--- src/rtl/seg_xlate_pkg.sv ---
// Shared types and encodings of the segmented address translator.
// Assumes 16-bit map registers and a 32-bit physical address.
package seg_xlate_pkg;
    typedef logic [15:0] map_word_t;
    typedef logic [31:0] paddr_t;

    // Space codes held in map bits [13:12]
    localparam logic [1:0] SPC_UNI  = 2'b00;
    localparam logic [1:0] SPC_INS  = 2'b01;
    localparam logic [1:0] SPC_DAT  = 2'b10;
    localparam logic [1:0] SPC_TEST = 2'b11;

    // Data map bit that redirects a block to I/O space
    localparam int IO_FLAG_BIT = 15;

    // I/O window inside each I/O segment, and the test-mode span
    localparam logic [31:0] IO_WIN   = 32'h0000_C000;
    localparam logic [31:0] IO_STEP  = 32'h0001_0000;
    localparam logic [31:0] TEST_SPAN = 32'h0000_0800;
endpackage

--- src/rtl/seg_map_regs.sv ---
// Bank of instruction and data map registers with an address-decoded
// write port. Assumes both bases are even; odd or unmatched addresses
// are ignored.
module seg_map_regs
    import seg_xlate_pkg::*;
#(
    parameter int          NMAP      = 4,
    parameter logic [15:0] IMAP_BASE = 16'hFF00,
    parameter logic [15:0] DMAP_BASE = 16'hFF08
) (
    input  logic                      clk,
    input  logic                      rst_n,
    input  logic                      we,
    input  logic [15:0]               addr,
    input  logic [15:0]               wdata,
    output logic [NMAP-1:0][15:0]     imap,
    output logic [NMAP-1:0][15:0]     dmap
);
    for (genvar i = 0; i < NMAP; i++) begin : g_reg
        localparam logic [15:0] IA = IMAP_BASE + 16'(2 * i);
        localparam logic [15:0] DA = DMAP_BASE + 16'(2 * i);

        // Instruction map register i: cleared on reset, loaded on match
        always_ff @(posedge clk) begin
            if (!rst_n)                  imap[i] <= '0;
            else if (we && addr == IA)   imap[i] <= wdata;
        end

        // Data map register i: cleared on reset, loaded on match
        always_ff @(posedge clk) begin
            if (!rst_n)                  dmap[i] <= '0;
            else if (we && addr == DA)   dmap[i] <= wdata;
        end
    end
endmodule

--- src/rtl/seg_xlate_core.sv ---
// Combinational translation of one logical offset and length through
// the map registers. Assumes BLK_BYTES is a power of two.
module seg_xlate_core
    import seg_xlate_pkg::*;
#(
    parameter int          BLK_BYTES = 16384,
    parameter int          NMAP      = 4,
    parameter int          LOFF_W    = 24,
    parameter int          LEN_W     = 16,
    parameter logic [31:0] UNI_BASE  = 32'h0000_0000,
    parameter logic [31:0] INS_BASE  = 32'h0100_0000,
    parameter logic [31:0] DAT_BASE  = 32'h0200_0000
) (
    input  logic                  insn,
    input  logic [LOFF_W-1:0]     off,
    input  logic [LEN_W-1:0]      len,
    input  logic [NMAP-1:0][15:0] imap,
    input  logic [NMAP-1:0][15:0] dmap,
    output logic                  err,
    output logic [31:0]           phys,
    output logic [LEN_W-1:0]      glen
);
    localparam int OFF_W = $clog2(BLK_BYTES);
    localparam int IDX_W = (NMAP > 1) ? $clog2(NMAP) : 1;
    localparam logic [31:0] BLK32 = 32'(BLK_BYTES);
    localparam logic [31:0] LIMIT = 32'(BLK_BYTES) * 32'(NMAP);

    logic [31:0]    off_full, boff, len32, rem, blen, idx32, tlen;
    logic [IDX_W-1:0] idx;
    map_word_t      map;
    logic [1:0]     spc;
    logic [3:0]     io_nib;
    logic           in_range;

    // Split the logical offset into register index and in-block offset
    always_comb begin
        off_full = 32'(off);
        in_range = off_full < LIMIT;
        boff     = off_full & (BLK32 - 32'd1);
        idx32    = off_full >> OFF_W;
        idx      = in_range ? IDX_W'(idx32) : '0;
        map      = insn ? imap[idx] : dmap[idx];
        spc      = map[13:12];
    end

    // Granted length clipped at the block end, and at the test span
    always_comb begin
        len32 = 32'(len);
        rem   = BLK32 - boff;
        blen  = (len32 > rem) ? rem : len32;
        tlen  = TEST_SPAN - (boff & (TEST_SPAN - 32'd1));
        if (blen > tlen) tlen = tlen;
        else             tlen = blen;
    end

    // I/O nibble: most significant nibble for the lowest 4 KiB slice
    always_comb begin
        case (boff[13:12])
            2'd0:    io_nib = map[15:12];
            2'd1:    io_nib = map[11:8];
            2'd2:    io_nib = map[7:4];
            default: io_nib = map[3:0];
        endcase
    end

    // Compose the physical address and flag untranslatable requests
    always_comb begin
        err  = 1'b0;
        phys = '0;
        glen = LEN_W'(blen);
        if (!in_range) begin
            err = 1'b1;
        end else if (insn) begin
            case (spc)
                SPC_UNI:  phys = UNI_BASE + (32'(map[6:0]) << 17) + boff;
                SPC_INS:  phys = INS_BASE + idx32 * BLK32 + boff;
                SPC_TEST: begin
                    phys = INS_BASE + (boff & (TEST_SPAN - 32'd1));
                    glen = LEN_W'(tlen);
                end
                default:  err = 1'b1;
            endcase
        end else if (map[IO_FLAG_BIT]) begin
            phys = DAT_BASE + 32'(io_nib) * IO_STEP + IO_WIN + boff;
        end else begin
            case (spc)
                SPC_UNI:  phys = UNI_BASE + 32'(map[9:0]) * BLK32 + boff;
                SPC_INS:  phys = INS_BASE + 32'(map[9:0]) * BLK32 + boff;
                SPC_DAT:  phys = DAT_BASE + (32'(map[9:0]) << 16)
                                 + idx32 * BLK32 + boff;
                default:  err = 1'b1;
            endcase
        end
        if (err) begin
            phys = '0;
            glen = '0;
        end
    end
endmodule

--- src/rtl/seg_xlate.sv ---
// Top of the segmented address translator: map register bank, a
// combinational translation stage and a one-cycle response register.
// Assumes requests and map writes are synchronous to clk.
module seg_xlate
    import seg_xlate_pkg::*;
#(
    parameter int          BLK_BYTES = 16384,
    parameter int          NMAP      = 4,
    parameter int          LOFF_W    = 24,
    parameter int          LEN_W     = 16,
    parameter logic [31:0] UNI_BASE  = 32'h0000_0000,
    parameter logic [31:0] INS_BASE  = 32'h0100_0000,
    parameter logic [31:0] DAT_BASE  = 32'h0200_0000,
    parameter logic [15:0] IMAP_BASE = 16'hFF00,
    parameter logic [15:0] DMAP_BASE = 16'hFF08
) (
    input  logic              clk,
    input  logic              rst_n,
    input  logic              req_vld,
    input  logic              req_insn,
    input  logic [LOFF_W-1:0] req_off,
    input  logic [LEN_W-1:0]  req_len,
    input  logic              cfg_we,
    input  logic [15:0]       cfg_addr,
    input  logic [15:0]       cfg_wdata,
    output logic              resp_vld,
    output logic              resp_err,
    output logic [31:0]       resp_phys,
    output logic [LEN_W-1:0]  resp_len
);
    logic [NMAP-1:0][15:0] imap, dmap;
    logic                  x_err;
    logic [31:0]           x_phys;
    logic [LEN_W-1:0]      x_len;

    seg_map_regs #(
        .NMAP(NMAP), .IMAP_BASE(IMAP_BASE), .DMAP_BASE(DMAP_BASE)
    ) u_regs (
        .clk(clk), .rst_n(rst_n), .we(cfg_we), .addr(cfg_addr),
        .wdata(cfg_wdata), .imap(imap), .dmap(dmap)
    );

    seg_xlate_core #(
        .BLK_BYTES(BLK_BYTES), .NMAP(NMAP), .LOFF_W(LOFF_W), .LEN_W(LEN_W),
        .UNI_BASE(UNI_BASE), .INS_BASE(INS_BASE), .DAT_BASE(DAT_BASE)
    ) u_core (
        .insn(req_insn), .off(req_off), .len(req_len),
        .imap(imap), .dmap(dmap),
        .err(x_err), .phys(x_phys), .glen(x_len)
    );

    // Response strobe: one cycle after each request
    always_ff @(posedge clk) begin
        if (!rst_n) resp_vld <= 1'b0;
        else        resp_vld <= req_vld;
    end

    // Response data: captured on a request, held otherwise
    always_ff @(posedge clk) begin
        if (!rst_n) begin
            resp_err  <= 1'b0;
            resp_phys <= '0;
            resp_len  <= '0;
        end else if (req_vld) begin
            resp_err  <= x_err;
            resp_phys <= x_phys;
            resp_len  <= x_len;
        end
    end
endmodule

--- config.mk ---
export PLATFORM = sky130hd
export DESIGN_NAME = seg_xlate
export DESIGN_NICKNAME = d
export VERILOG_FILES = /design/src/rtl/seg_xlate_pkg.sv /design/src/rtl/seg_map_regs.sv /design/src/rtl/seg_xlate_core.sv /design/src/rtl/seg_xlate.sv
export SDC_FILE = /design/constraint.sdc
export NUM_CORES = 1
export LEC_CHECK = 0
export BUFFER_PORTS_ARGS = -buffer_cell sky130_fd_sc_hd__buf_2
export CORE_MARGIN = 5
export CORE_UTILIZATION = 58
export CTS_CLUSTER_SIZE = 25
export DETAILED_ROUTE_END_ITERATION = 6
export PLACE_DENSITY = 0.8
export SYNTH_ARGS = -nofsm -noshare
export SYNTH_HDL_FRONTEND = slang
export SYNTH_SLANG_ARGS = --single-unit
--- constraint.sdc ---
create_clock -name clk -period 7.5 [get_ports clk]
set_clock_uncertainty 0.05 [all_clocks]
set_input_delay 1.5 -clock clk [delete_from_list [all_inputs] [get_ports clk]]
set_output_delay 1.5 -clock clk [all_outputs]
set_load 0.005 [all_outputs]
# After elaboration in Yosys (flattened, before gate mapping)
# Cells that the tools add are included.
# W data, S select, Z words.
# totals
regBits,178
in_bits,77
output_inout_bits,50
# op_classes
addsub,15
n_lt_le_gt_ge,4
eq_ne,13
muxes,24
reduce_logical,12
# op_table
operator,n
$pmux W32 S3,2
$mux W32,5
$add A32 B14 Y32,4
$eq A16 B16 Y1 const B,8
$mux W16,8
$bmux W16 S2,2
$add A25 B24 Y26 const A,2
$add A24 B14 Y25,2
$add A32 B16 Y32 const B,1
$add A32 B24 Y32,1
$gt A16 B32 Y1,1
$gt A32 B32 Y1,1
$add A26 B20 Y27 const A,1
$add A26 B26 Y27 const A,1
$add A25 B11 Y26 const A,1
$lt A24 B17 Y1 const B,1
$sub A15 B14 Y16 const A,1
$sub A12 B11 Y13 const A,1
$pmux W4 S3,1
$logic_and A1 B1 Y1,8
$eq A2 B2 Y1 const B,3
$reduce_or A3 Y1,2
$mux W1,5
$eq A2 B1 Y1 const B,2
3 further kinds,4

# Logic depth before layout (Yosys ltp)
# logic_depth
word_depth,13
mapped_depth,26

# Cells and area by module
# A second synthesis with hierarchy kept.
# hier_totals
hier_cells,1080
hier_area_um2,10070.9
# modules_own_cells
mod,instances,cells_per_inst,area_per_inst_um2,seq_area_each_um2
seg_map_regs,1,442,4683.2,2562.5
seg_xlate_core,1,478,3478.3,0.0
seg_xlate,1,160,1909.3,1001.0

# Least setup slack after synthesis
# No wires, ideal clock.
# synth_path
kind,input-to-reg
start,input port req_off[0]
end,register resp_len[9]
setup_time_ps,117
t_arrival_ps,6614
required_time_ps,7333
slack_ps,718
path_stages,25
n_path_buf,4
path_cell_list,inv_1 ha_1 nor3b_1 nand4_1 o21a_1 or2_2 ha_1 and4b_1 clkbuf_1 nand2_1 or4_1 nor2_1 a21o_1 buf_2 buf_2 mux2i_1 ha_1 nand4_1 nor3_1 o211a_1 a311o_1 o22ai_2 clkbuf_1 nand4_1 a32o_1
# synth_between
elab_chain_cells,12
word_cells_on_any_way,28
classes_between,add/sub: 2; order compare: 3; eq/ne: 3; mux: 17; reduce/logical: 3
# synth_rtl
item,line_no,rtl
from (decl),seg_xlate.sv:21,"input logic [LOFF_W-1:0] req_off,"
branches (longest 11 deep; another with $gt A16 B32 Y1),-,
$mux W16 *,seg_xlate_core.sv:94,if (err) begin
to (signal assigned),seg_xlate.sv:67,resp_len <= x_len;
to (decl),seg_xlate.sv:29,output logic [LEN_W-1:0] resp_len
# Mark *: on every way between the ends. The select of a mux whose other input is x is not followed.
# A chain may end at the register's enable or synchronous reset.

# Final worst setup path
# layout_path
start,input port req_off[0]
end,register resp_len[6]
# Same word-level chain as after synthesis.

==> flow_summary_export.csv <==
group,metric,value,unit
logic_synthesis,synth.avg_cell_area,9.52,um^2
timing,period_share,94.0,%
cts,clkTransAtPathRegs,0.07,ns
global_route,overflow,0,
placement,dp_hpwl,17.8,mm
setup_path,ff2ff_setup_slack,4.06,ns
floorplanning,die-area,19000,um^2
pwr,power.leakage,4.59,nW
floorplanning,die_w,138,um
logic_synthesis,yosysTopAreaCellShare,34.9,%
timing,finalSetupViolCount,0,
global_route,grt_max_degree,121,
logic_synthesis,synthTopCellsByArea,"dfxtp_1, mux2i_1, nor2b_1",
route,first_pass_iters,5,
timing,period_minus_slack,7.05,ns
cts,cts_buffers,17,
route,wl,25.6,mm
setup_path,critPathMaxFanout,7,
timing,drv_slew,0,
logic_synthesis,netlist_instances,995,
timing,hold_ws,0.403,ns
layout,multi_input_area,5700,um^2
floorplanning,rows,46,
cts,cts_max_path_buffers,2,
hold_path,hold_class,"reg2reg",
setup_path,critPathKind,"in2reg",
layout,mostFrequentLayoutCell,"dfxtp_1",
timing,maxSlewHeadroom,27.8,%
route,via_per_inst,6.13,
global_route,antenna_found_initial,1,
global_route,grt_usage,26.7,%
cts,cts_tree,"yes",
outcome,outcome,"finished, final reports clean",
logic_synthesis,synth.cell_area,9470,um^2
cts,clk_latency,0.43,ns
route,wl_per_cell,19.6,um
logic_synthesis,ys_seq_area_share,34.9,%
layout,ff_latch_area,3300,um^2
setup_path,cp-end-kind,"flop",
global_route,grt_pass1_wl,40.1,mm
timing,clock.fmax,0.142,GHz
placement,routabilityCongestion,0.942,
layout,design_area,10800,um^2
placement,dpl_cell_area,10200,um^2
setup_path,cp.arrival,7.31,ns
logic_synthesis,ys_seq_elements,165,
logic_synthesis,synth_edf_count,0,
floorplanning,core_area,15900,um^2
setup_path,worstSetupStartpointType,"primary input",
cts,cts_root_buf,"clkbuf_16",
logic_synthesis,ys_warn_count,0,
logic_synthesis,synth_top_area_cell,"dfxtp_1",
job,maxCapViolCount,0,
route,via_count,8012,
cts,post_cts_buffers,0,
timing,rsz0062_at_grt,"false",
route,drcViolationCount,0,
cts,cts.repair.resized,0,
cts,cts_sinks,165,
placement,io_buffers,121,
logic_synthesis,async_reset_ff_share,0,%
floorplanning,start_util,59.4,%
layout,fill_cells,1295,
floorplanning,boundaryPins,127,
global_route,grt_pass1_vias,7753,
layout,drive_gt1_share,19.7,%
route,postRouteAntennaNets,0,
logic_synthesis,ys_types,82,
pwr,p_total,1.92,mW
pwr,powerDensity,178,nW/um^2
pwr,peakVddDrop,0.000181,V
layout,layout.nets,1188,
timing,hold_viol_final,0,
layout,syn_to_final_growth,13.5,%
route,detail_route.iter0.violations,658,
cts,cts_hold_buf,0,
cts,h-tree-depth,4,
layout,layout_common_cells,"dfxtp_1, mux2i_1, nor2b_1",
timing,finalSetupTns,0,ns
timing,worst_slew_pin_slew,1.08,ns
logic_synthesis,synthFlopType,"dfxtp_1",
setup_path,required,7.76,ns
floorplanning,die_h,138,um
==> final timing paths <==
path | endpoint | start | cells past startpoint
worst max register to register | resp_phys[23] | u_regs.dmap[17] | 12
worst min-delay path | resp_phys[22] | resp_phys[22] | 2
worst max-delay path | resp_len[6] | req_off[0] | 23
worst min register to register | resp_phys[22] | resp_phys[22] | 2
==> state kept, by name, summed over array words and instances (netlist names) <==
signal	flops
resp_err	1
resp_len	16
resp_phys	27
resp_vld	1
u_regs.dmap	64
u_regs.imap	56
==> per-stage QoR <==
stage          cells  utilization, %  worst slack, ns
4_1_cts         1305            67.4            0.541
3_5_place_dp    1273            63.9            0.204
5_1_grt         1306            67.5           0.0796
6_report        1306            67.5            0.447
2_1_floorplan    999               -            0.718
3_3_place_gp    1273            63.9            0.402
==> cell families after synthesis <==
group	Yosys count	synth area share, %
xor+xnor	14	1.44
mux	160	19.3
flops	165	34.9
fa+ha+maj	35	4.70
buf+inv	119	5.35
compound gates	213	16.7
other cells	1	0.0396
simple gates	288	17.6
==> per-layer routing <==
metal	GRT usage [%]	wire length (um)	up-vias
li1	-	-	3822
met1	35.0	11100	3795
met2	44.3	12000	337
met3	4.24	1800	58
met4	10.3	673	0
met5	0	0	-
==> synthesized netlist by cell type (all sizes together) (3+ instances only) <==
library cell	n
inv	32
o21a	8
a32o	8
buf	21
a22o	17
xor2	7
a211oi	11
ha	34
and2	5
and3	5
nand3	10
o32ai	3
nand2	42
o31a	4
o21bai	4
a21oi	31
dfxtp	165
nand2b	5
nand4	13
or3	3
or4	7
o41ai	7
a221oi	15
clkbuf	66
a221o	3
nor2b	129
nor2	24
o311ai	3
a22oi	13
mux4	14
xnor2	6
a21o	8
nor3b	5
o31ai	11
o211ai	7
o21ai	32
or2	5
mux2i	134
o22ai	5
nor3	20
nor4	8
nand3b	3
mux2	12
a31oi	6
==> area by class of cell <==
class / count / share of cell area [%]
Antenna cell: 1 / 0.0233
Timing Repair Buffer: 145 / 7.31
Multi-Input combinational cell: 715 / 53.0
Clock inverter: 13 / 1.07
Sequential cell: 165 / 30.7
Inverter: 32 / 1.12
Tap cell: 216 / 2.51
Clock buffer: 19 / 4.21
==> power by group <==
part           switching [mW]  internal [mW]
Combinational           0.118         0.0782
Sequential           0.000329          0.877
Clock                   0.391          0.454
==> worst max-delay path: stages <==
cell     delay, ns
buf_2         0.14
inv_1         0.09
ha_1          0.20
nor3b_1       0.40
nand4_1       0.30
o21a_1        0.26
or2_2         0.31
ha_1          0.27
and4b_1       0.30
nand2_1       0.17
or4_1         0.55
nor2_1        0.20
a21o_1        0.26
buf_4         0.21
mux2_1        0.35
ha_1          0.30
nand3_1       0.11
nor3_1        0.07
o211a_1       0.11
a311o_1       0.38
o22a_1        0.34
o41ai_1       0.38
o21ai_1       0.11
(Power assumes the default switching activity.)
